[config.mk]
export PLATFORM = sky130hd
export DESIGN_NAME = amap_top
export DESIGN_NICKNAME = d
export VERILOG_FILES = /design/src/rtl/amap_pkg.sv /design/src/rtl/amap_region_decode.sv /design/src/rtl/amap_extend.sv /design/src/rtl/amap_out_stage.sv /design/src/rtl/amap_top.sv
export SDC_FILE = /design/constraint.sdc
export NUM_CORES = 1
export LEC_CHECK = 0
export CAP_MARGIN = 20
export CORE_MARGIN = 5
export CORE_UTILIZATION = 36
export DETAILED_ROUTE_END_ITERATION = 6
export GPL_TIMING_DRIVEN = 1
export PLACE_DENSITY = 0.9
export SETUP_SLACK_MARGIN = 0.4
export SLEW_MARGIN = 20
export SYNTH_ARGS = -nofsm -noshare
export SYNTH_HDL_FRONTEND = slang
export SYNTH_SLANG_ARGS = --single-unit
[constraint.sdc]
create_clock -name clk -period 2.6 [get_ports clk]
set_clock_uncertainty 0.2 [all_clocks]
set_input_delay 0.52 -clock clk [delete_from_list [all_inputs] [get_ports clk]]
set_output_delay 0.52 -clock clk [all_outputs]
set_load 0.005 [all_outputs]
[src/rtl/amap_pkg.sv]
package amap_pkg;
  localparam int ABS_W = 64;

  typedef enum logic [1:0] {
    RG_MEM  = 2'd0,
    RG_IO   = 2'd1,
    RG_FW   = 2'd2,
    RG_WIDE = 2'd3
  } region_e;
endpackage

[src/rtl/amap_region_decode.sv]
module amap_region_decode
  import amap_pkg::*;
(
  input  logic [31:0] low_word,
  input  logic        wide_mode,
  input  logic        legacy_arch,
  output region_e     region
);
  logic top_nib_ones;
  logic sub_nib_zero;

  assign top_nib_ones = (low_word[31:28] == 4'hF);
  assign sub_nib_zero = (low_word[27:24] == 4'h0);

  always_comb begin
    if (wide_mode)         region = RG_WIDE;
    else if (legacy_arch)  region = RG_MEM;
    else if (!top_nib_ones) region = RG_MEM;
    else if (!sub_nib_zero) region = RG_IO;
    else                   region = RG_FW;
  end
endmodule

[src/rtl/amap_extend.sv]
module amap_extend
  import amap_pkg::*;
#(
  parameter int PA_BITS = 40
) (
  input  logic [ABS_W-1:0] abs_addr,
  input  region_e          region,
  output logic [ABS_W-1:0] phys_addr
);
  localparam int WIDE_PAD = ABS_W - PA_BITS;
  localparam int FW_LSB   = PA_BITS - 4;
  localparam logic [ABS_W-1:0] FW_MASK = ~((64'd1 << FW_LSB) - 64'd1);

  logic [ABS_W-1:0] zext32;
  logic [ABS_W-1:0] sext32;
  logic [ABS_W-1:0] sext_pa;

  assign zext32  = {32'd0, abs_addr[31:0]};
  assign sext32  = {{32{abs_addr[31]}}, abs_addr[31:0]};
  assign sext_pa = {{WIDE_PAD{abs_addr[PA_BITS-1]}}, abs_addr[PA_BITS-1:0]};

  always_comb begin
    unique case (region)
      RG_WIDE: phys_addr = sext_pa;
      RG_IO:   phys_addr = sext32;
      RG_FW:   phys_addr = zext32 | FW_MASK;
      default: phys_addr = zext32;
    endcase
  end
endmodule

[src/rtl/amap_out_stage.sv]
module amap_out_stage #(
  parameter int W       = 66,
  parameter bit REG_OUT = 1'b1
) (
  input  logic         clk,
  input  logic         rst,
  input  logic         d_valid,
  input  logic [W-1:0] d,
  output logic         q_valid,
  output logic [W-1:0] q
);
  generate
    if (REG_OUT) begin : g_reg
      logic         v_r;
      logic [W-1:0] q_r;
      always_ff @(posedge clk) begin
        if (rst) begin
          v_r <= 1'b0;
          q_r <= '0;
        end else begin
          v_r <= d_valid;
          if (d_valid) q_r <= d;
        end
      end
      assign q_valid = v_r;
      assign q       = q_r;

      AST_VALID_LATENCY: assert property (@(posedge clk) disable iff (rst)
        !$past(rst) |-> (q_valid == $past(d_valid)));
      AST_HOLD_IDLE: assert property (@(posedge clk) disable iff (rst)
        (!d_valid && !$past(rst)) |=> $stable(q));
    end else begin : g_pass
      assign q_valid = d_valid;
      assign q       = d;
    end
  endgenerate
endmodule

[src/rtl/amap_top.sv]
module amap_top
  import amap_pkg::*;
#(
  parameter int PA_BITS = 40,
  parameter bit REG_OUT = 1'b1
) (
  input  logic        clk,
  input  logic        rst,
  input  logic        in_valid,
  input  logic [63:0] abs_addr,
  input  logic        wide_mode,
  input  logic        legacy_arch,
  output logic        out_valid,
  output logic [63:0] phys_addr,
  output logic [1:0]  region
);
  localparam int STAGE_W = ABS_W + 2;

  generate
    if (PA_BITS > 54 || PA_BITS < 36) begin : g_bad_width
      $error("amap_top: PA_BITS must lie in 36..54");
    end
  endgenerate

  region_e          rg_c;
  logic [ABS_W-1:0] pa_c;
  logic [STAGE_W-1:0] stage_q;

  amap_region_decode u_dec (
    .low_word    (abs_addr[31:0]),
    .wide_mode   (wide_mode),
    .legacy_arch (legacy_arch),
    .region      (rg_c)
  );

  amap_extend #(.PA_BITS(PA_BITS)) u_ext (
    .abs_addr  (abs_addr),
    .region    (rg_c),
    .phys_addr (pa_c)
  );

  amap_out_stage #(.W(STAGE_W), .REG_OUT(REG_OUT)) u_out (
    .clk     (clk),
    .rst     (rst),
    .d_valid (in_valid),
    .d       ({rg_c, pa_c}),
    .q_valid (out_valid),
    .q       (stage_q)
  );

  assign region    = stage_q[STAGE_W-1 -: 2];
  assign phys_addr = stage_q[ABS_W-1:0];

  AST_WIDE_SIGN: assert property (@(posedge clk) disable iff (rst)
    (rg_c == RG_WIDE) |-> (pa_c[63:PA_BITS-1] == {(65-PA_BITS){abs_addr[PA_BITS-1]}}));
  AST_MEM_ZERO_HIGH: assert property (@(posedge clk) disable iff (rst)
    (rg_c == RG_MEM) |-> (pa_c[63:32] == 32'd0));
  AST_IO_ONES_HIGH: assert property (@(posedge clk) disable iff (rst)
    (rg_c == RG_IO) |-> (&pa_c[63:31]));
  AST_FW_ONES_HIGH: assert property (@(posedge clk) disable iff (rst)
    (rg_c == RG_FW) |-> ((&pa_c[63:PA_BITS-4]) && pa_c[31:24] == 8'hF0));
  AST_LEGACY_PLAIN: assert property (@(posedge clk) disable iff (rst)
    (!wide_mode && legacy_arch) |-> (rg_c == RG_MEM));
  AST_NARROW_LOW_KEPT: assert property (@(posedge clk) disable iff (rst)
    !wide_mode |-> (pa_c[31:0] == abs_addr[31:0]));
endmodule

==> results by group, run 1 <==
STA
  • Maximum clock rate: 481 MHz
  • Fin crit share: between 80% and 90%
  • Least-Margin Pin Slew: ~0.45 ns
  • Final setup fails: 0
  • Slew Limit Headroom: a little over two thirds
  • Minimum clock period after layout: about 2.1 ns
  • Final hold violations: 0
  • Fin Setup TNS: 0 ns
  • RSZ-0062 raised after global routing: no
  • Fin. max-slew vios: 0
  • Final worst setup slack: slightly above 0.5 ns

Detailed routing
  • First-pass DRT Iterations: 4
  • Detailed-route DRC error count: 0
  • Post-route ant nets: 0
  • Initial DRC Count: 57
  • Vias: roughly 1,500
  • Final wirelength: approximately 4.7 mm
  • Vias per Instance: roughly 4.5
  • DR WL/cell: between 10 and 15 µm

Layout
  • Finished Core Util: around 61%
  • Layout Nets: ~340
  • Most frequent cells in the layout: clkdlybuf4s50_1 (109), nor2_1 (42), dfxtp_1 (42)
  • Diodes inserted: 0
  • Synthesis-to-layout area growth: 60.1%
  • Layout cells sized above 1: under 10%
  • Most common cell after layout, fill and taps aside: clkdlybuf4s50_1
  • Final std cell area, no fill: about 3000 µm²

Die
  • Row count: 25
  • Die ar.: between 6000 and 7000 µm²
  • Starting Density: 37.8%
  • Core Box Area: 4820 µm²
  • Die width: approximately 81 µm
  • I/O Pins: approximately 140
  • Die Y: slightly above 80 µm

Global route
  • Grt ovf: 0
  • Largest net degree at the start of global routing: 36
  • First-pass GRT wire length: 7.30 mm
  • Gr usage total: between 10% and 20%
  • Vias in the first global route: between 1,500 and 2,000
  • Antenna violations before repair: 0

Pwr
  • Pwr/cell area: about 520 nW/µm²
  • VDD IR max: ~0.00036 V
  • LEAKAGE: between 1 and 1.5 nW
  • Power, Total: approximately 0.0015 W

Yosys
  • Synth Instances: between 150 and 200
  • Netlist Area Pre-Place: about 1800 µm²
  • Sequential area share after synthesis: ~47%
  • Yosys warnings: 0
  • Syn Nets: around 250
  • #FFs+latches synth: 43
  • Avg Synthesized Cell Area: roughly 10 µm²
  • Distinct cells, synth: 22

Setup path
  • Worst Path Arrival: 1.36 ns
  • CP bufs+invs: 2
  • Critical R2R Launch: u_out.q[63]
  • CP Data Required Time: 1.88 ns
  • CP Launch Type: register
  • RR Endpoint: u_out.q[63]
  • Critical setup path kind: reg -> out
  • R2R setup slack: approximately 1.6 ns
  • Crit path max-delay family: buffers and inverters
  • Max incr delay on CP: ~0.52 ns
  • R2R cell count: 2
  • Crit-path cells: buf_6 > clkdlybuf4s50_1
  • Critical path peak fanout: 17
  • Slowest CP cell: clkdlybuf4s50_1
  • CP Launch Point: u_out.q[63]
  • Worst Setup EP: phys_addr[47]
  • Worst Setup End Kind: output port
  • Levels on crit path: 2

Clock network
  • H-Tree Level Count: 2
  • Root Driver: clkbuf_8
  • Clk_lat worst skew: 0.28 ns
  • Total CTS buffers: 5
  • CTS tree: yes
  • CTS Buffer Depth: 2
  • Setup Buffers After CTS: 0
  • Clk sinks: between 40 and 50
  • Reg clk slew, reported paths: 0.08 ns

Run
  • Max-cap violations: 0

Min path
  • Worst Hold Class: reg -> reg
  • Hold Crit Depth: 2

Outcome
  • Outcome: finished clean

Place
  • Area after DPL: 2810 µm²
  • I/O Buffers: approximately 110
  • Final GP Congestion: 0.722
  • DP HPWL: about 3.7 mm
  • Setup Slack @ Placement: around 0.4 ns
-- what timing repair did --
action	4_1_cts	5_1_grt
pin swaps	0	0
hold buffers	0	0
gates resized for setup	1	2
setup endpoints to repair	17	17
-- worst min-delay path by stage --
| stage | startpoint | to | slack (ns) |
|---|---|---|---|
| 5_1_grt | u_out.q[64] | u_out.q[64] | 0.32 |
| 2_1_floorplan | u_out.q[64] | u_out.q[64] | 0.27 |
| 4_1_cts | u_out.q[36] | u_out.q[36] | 0.29 |
| 6_report | u_out.q[64] | u_out.q[64] | 0.29 |
| 3_3_place_gp | u_out.q[38] | u_out.q[38] | 0.27 |
| 3_5_place_dp | u_out.q[64] | u_out.q[64] | 0.27 |
-- cell type report --
| type | count | area [µm²] |
|---|---|---|
| Timing Repair Buffer | 118 | 1180 |
| Fill cell | 442 | 1900 |
| Inverter | 1 | 3.75 |
| Tap cell | 67 | 83.8 |
| Multi-Input combinational cell | 100 | 678 |
| Sequential cell | 43 | 865 |
| Clock inverter | 1 | 30.0 |
| Clock buffer | 6 | 72.6 |
-- stage by stage --
| step | instances | hold WS, ns |
|---|---|---|
| after floorplan | 180 | 0.267 |
| after global placement | 329 | 0.270 |
| after detailed placement | 329 | 0.274 |
| after CTS | 336 | 0.291 |
| after global routing | 336 | 0.324 |
| final | 336 | 0.285 |
-- registers in the layout, indices dropped and copies added, names as in the netlist --
signal / cells
u_out.q_valid: 1
u_out.q: 42
-- cell usage after synthesis --
cell type / n / area, µm²
nor2_1: 42 / 158
clkbuf_8: 4 / 55.1
a311oi_1: 4 / 35.0
nor4_1: 1 / 6.26
buf_2: 4 / 20.0
a311oi_2: 4 / 60.1
o311a_2: 1 / 11.3
nor2b_1: 1 / 6.26
and4b_1: 1 / 10.0
clkbuf_1: 3 / 11.3
a31oi_1: 1 / 6.26
nand3_1: 1 / 5.00
nand2_1: 8 / 30.0
mux2i_1: 32 / 320
nand4_1: 1 / 6.26
buf_4: 24 / 180
a211oi_1: 1 / 7.51
or4_4: 1 / 11.3
nor3_1: 1 / 5.00
inv_1: 1 / 3.75
dfxtp_1: 43 / 861
buf_6: 1 / 11.3
-- report_power, final --
group / internal, W / leakage [nW] / switching, W
combinational: 0.000208 / 0.775 / 0.000106
sequential: 0.000698 / 0.356 / 0.0000214
clock: 0.000282 / 0.0513 / 0.000214
total: 0.00119 / 1.18 / 0.000341
-- routing by layer --
layer | track usage [%] | up-vias | wire (µm)
met5 | 0 | - | 0
met4 | 4.05 | 0 | 36
met3 | 5.88 | 5 | 451
met2 | 25.5 | 67 | 2350
met1 | 16.0 | 696 | 1860
li1 | - | 756 | -
-- worst register-to-register path, delay by kind of cell (launching register included) --
family,cells,cell delay (ns)
flops,1,0.40
compound gates,1,0.23
simple gates,1,0.05
-- logic make-up (layout without fill, tap and decap cells) --
| kind of cell | Yosys count | after routing | synth area share (%) |
|---|---|---|---|
| mux | 32 | 32 | 17.6 |
| buf+inv | 37 | 126 | 15.5 |
| compound gates | 11 | 11 | 6.60 |
| flops | 43 | 43 | 47.3 |
| simple gates | 57 | 57 | 13.1 |
(Power assumes the default switching activity.)
==> inputs of run 2 (changes only) <==
--- a/config.mk
+++ b/config.mk
@@ -7,10 +7,10 @@
 export LEC_CHECK = 0
 export CAP_MARGIN = 20
 export CORE_MARGIN = 5
-export CORE_UTILIZATION = 36
+export CORE_UTILIZATION = 31
 export DETAILED_ROUTE_END_ITERATION = 6
 export GPL_TIMING_DRIVEN = 1
-export PLACE_DENSITY = 0.9
+export PLACE_DENSITY = 0.82
 export SETUP_SLACK_MARGIN = 0.4
 export SLEW_MARGIN = 20
 export SYNTH_ARGS = -nofsm -noshare
==> constraint.sdc (replaced) <==
create_clock -name clk -period 1.7 [get_ports clk]
set_clock_uncertainty 0.2 [all_clocks]
set_input_delay 0.34 -clock clk [delete_from_list [all_inputs] [get_ports clk]]
set_output_delay 0.34 -clock clk [all_outputs]
set_load 0.005 [all_outputs]
==> results by group, run 2 (synthesis results as in run 1) <==
Outcome
  • Outcome: finished clean

Global route
  • GR peak layer: met2
  • M1 GR Usage: 14.4% (-1.7 points)
  • Gr usage total: 13.2% (-1.3 points)
  • First-pass GRT wire length: 7.85 mm (+7.5%)
  • Largest net degree at the start of global routing: 44 (+22%)
  • Met3 Use GR: 7.03% (+1.2 points)
  • Grt ovf: 0 (unchanged)
  • Vias in the first global route: 1,671 (+11%)
  • Antenna violations before repair: 0 (unchanged)
  • GRT met2 Usage: 22.3% (-3.2 points)

STA
  • Minimum clock period after layout: roughly 1.6 ns
  • Fin. max-slew vios: 0 (unchanged)
  • RSZ-0062 raised after global routing: yes
  • Slew Limit Headroom: 79.8% (+10 points)
  • Final worst setup slack: 0.144 ns (-0.376 ns)
  • Final setup fails: 0 (unchanged)
  • Least-Margin Pin Slew: 0.303 ns (-0.152 ns)
  • Final hold violations: 0 (unchanged)
  • WHS: 0.0944 ns (-0.191 ns)
  • Fin crit share: about nine tenths
  • Maximum clock rate: 643 MHz

Pwr
  • Part of the power in registers: 46.9% (-0.2 points)
  • VDD IR max: 0.000436 V (+20%)
  • Switching Fraction: 23.0% (+0.72 points)
  • Pwr/cell area: 773 nW/µm² (+47%)
  • Power, Total: 0.00238 W (+56%)
  • P_int: 0.00183 W (+54%)
  • P_sw: 0.000548 W (+61%)
  • Combinational share of power: 21.2% (+0.6 points)
  • LEAKAGE: 1.46 nW (+23%)
  • Clock share of power: 31.9% (-0.5 points)

Clock network
  • Clk_lat worst skew: 0.28 ns (about the same)
  • Total CTS buffers: 5 (unchanged)
  • Clk sinks: 43 (unchanged)
  • Root Driver: clkbuf_8
  • CTS tree: yes
  • Hold buffer count at CTS: 0 (unchanged)
  • CTS Buffer Depth: 2 (unchanged)
  • H-Tree Level Count: 2 (unchanged)
  • Reg clk slew, reported paths: 0.08 ns (about the same)

Detailed routing
  • Initial DRC Count: 23 (-60%)
  • Vias per Instance: 4.51 (-0.51%)
  • Final wirelength: 5.08 mm (+8.1%)
  • First-pass DRT Iterations: 4 (unchanged)
  • Vias: 1,629 (+6.9%)
  • Detailed-route DRC error count: 0 (unchanged)
  • DR WL/cell: 14.1 µm (+0.57%)
  • Post-route ant nets: 0 (unchanged)

Layout
  • Layout Nets: 355 (+5.0%)
  • Layout cells sized above 1: 55.9% (+48 points)
  • Fill count: 555 (+26%)
  • Max FFs per register: 42 (unchanged)
  • Most frequent cells in the layout: nor2_1 (42), buf_6 (42), dfxtp_2 (41)
  • Final std cell area, no fill: 3080 µm² (+5.7%)
  • Synthesis-to-layout area growth: 69.2%
  • Final std cells w/o fill: 361 (+7.4%)
  • Diodes inserted: 0 (unchanged)

Place
  • I/O Buffers: 111 (unchanged)
  • Setup Slack @ Placement: -0.319 ns (-0.712 ns)
  • Area after DPL: 2860 µm² (+2.0%)
  • Placed cells: 342 (+4.0%)
  • DP HPWL: 3.52 mm (-4.0%)
  • Final GP Congestion: 0.681 (-5.7%)

Die
  • Die Y: 86.6 µm (+6.8%)
  • Row count: 28 (+12%)
  • Die width: 86.6 µm (+6.8%)
  • Core Box Area: 5820 µm² (+21%)
  • I/O Pins: 136 (unchanged)
  • Starting Density: 31.3% (-6.5 points)
  • Die ar.: 7500 µm² (+14%)

Setup path
  • CP Launch Type: register
  • Slowest CP cell: dfxtp_4
  • CP Data Required Time: 1.16 ns (-0.72 ns)
  • Crit-path cells: buf_6 > buf_6 > buf_6
  • Worst Setup End Kind: output port
  • Most frequent CP cell: buf_6
  • Worst Path Arrival: 1.02 ns (-0.34 ns)
  • Critical setup path kind: reg -> out
  • R2R setup slack: 0.38 ns (-1.26 ns)
  • Critical path peak fanout: 6 (-11)
  • Max incr delay on CP: 0.38 ns (-0.14 ns)

Run
  • Max-cap violations: 0 (unchanged)

Min path
  • Worst Hold Class: in -> reg
[run 2: changes by cell type in the layout (fill, tap and decap cells not counted), sizes merged]
cell,before,now
buf,9,100
clkbuf,6,7
dlygate4sd2,0,1
clkdlybuf4s50,109,32
clkdlybuf4s15,0,1
[run 2: timing repair]
action                                  4_1_cts  5_1_grt
endpoints found under the setup margin       77       62
gates resized for setup                     366       38
pin swaps                                     6        4
gates cloned                                  1        1
buffers inserted                              9        1
[run 2: routing by layer]
metal	up-vias	wire, µm
met1	749	1920
met2	83	2480
met3	2	670
met4	0	14
li1	795	-
met5	-	0
[run 2: stage by stage]
| stage | setup TNS [ns] | utilization [%] |
|---|---|---|
| after global routing | 0 | 53.0 |
| after detailed placement | -2.63 | 49.2 |
| final | 0 | 53.0 |
| after floorplan | 0 | - |
| after global placement | -2.18 | 49.2 |
| after CTS | 0 | 50.3 |
[run 2: layout make-up]
class	count	area, µm²	share of cell area [%]
Multi-Input combinational cell	100	711	23.1
Clock inverter	1	30.0	0.975
Tap cell	75	93.8	3.05
Timing Repair Buffer	135	1250	40.7
Inverter	1	3.75	0.122
Clock buffer	6	72.6	2.36
Sequential cell	43	916	29.7
[run 2: worst max-delay path, delay by kind of cell, from the launching register on]
| kind | cells | cell delay [ns] |
|---|---|---|
| flops | 1 | 0.38 |
| buf+inv | 3 | 0.35 |
[run 2: path summary, 6_finish.rpt]
path / start / end / depth (start not counted)
hold reg to reg: u_out.q[20] / u_out.q[20] / 2
setup reg to reg: u_out.q[63] / u_out.q[63] / 6
setup / recovery: u_out.q[63] / phys_addr[43] / 3
hold / removal: abs_addr[26] / u_out.q[26] / 3
[run 2: power groups by stage]
stage	Sequential (W)	Clock [W]	Combinational (W)
2_1_floorplan	0.00113	0	0.000200
3_3_place_gp	0.00113	0	0.000479
3_5_place_dp	0.00113	0	0.000488
4_1_cts	0.00111	0.000793	0.000463
5_1_grt	0.00113	0.000843	0.000548
6_report	0.00112	0.000760	0.000505
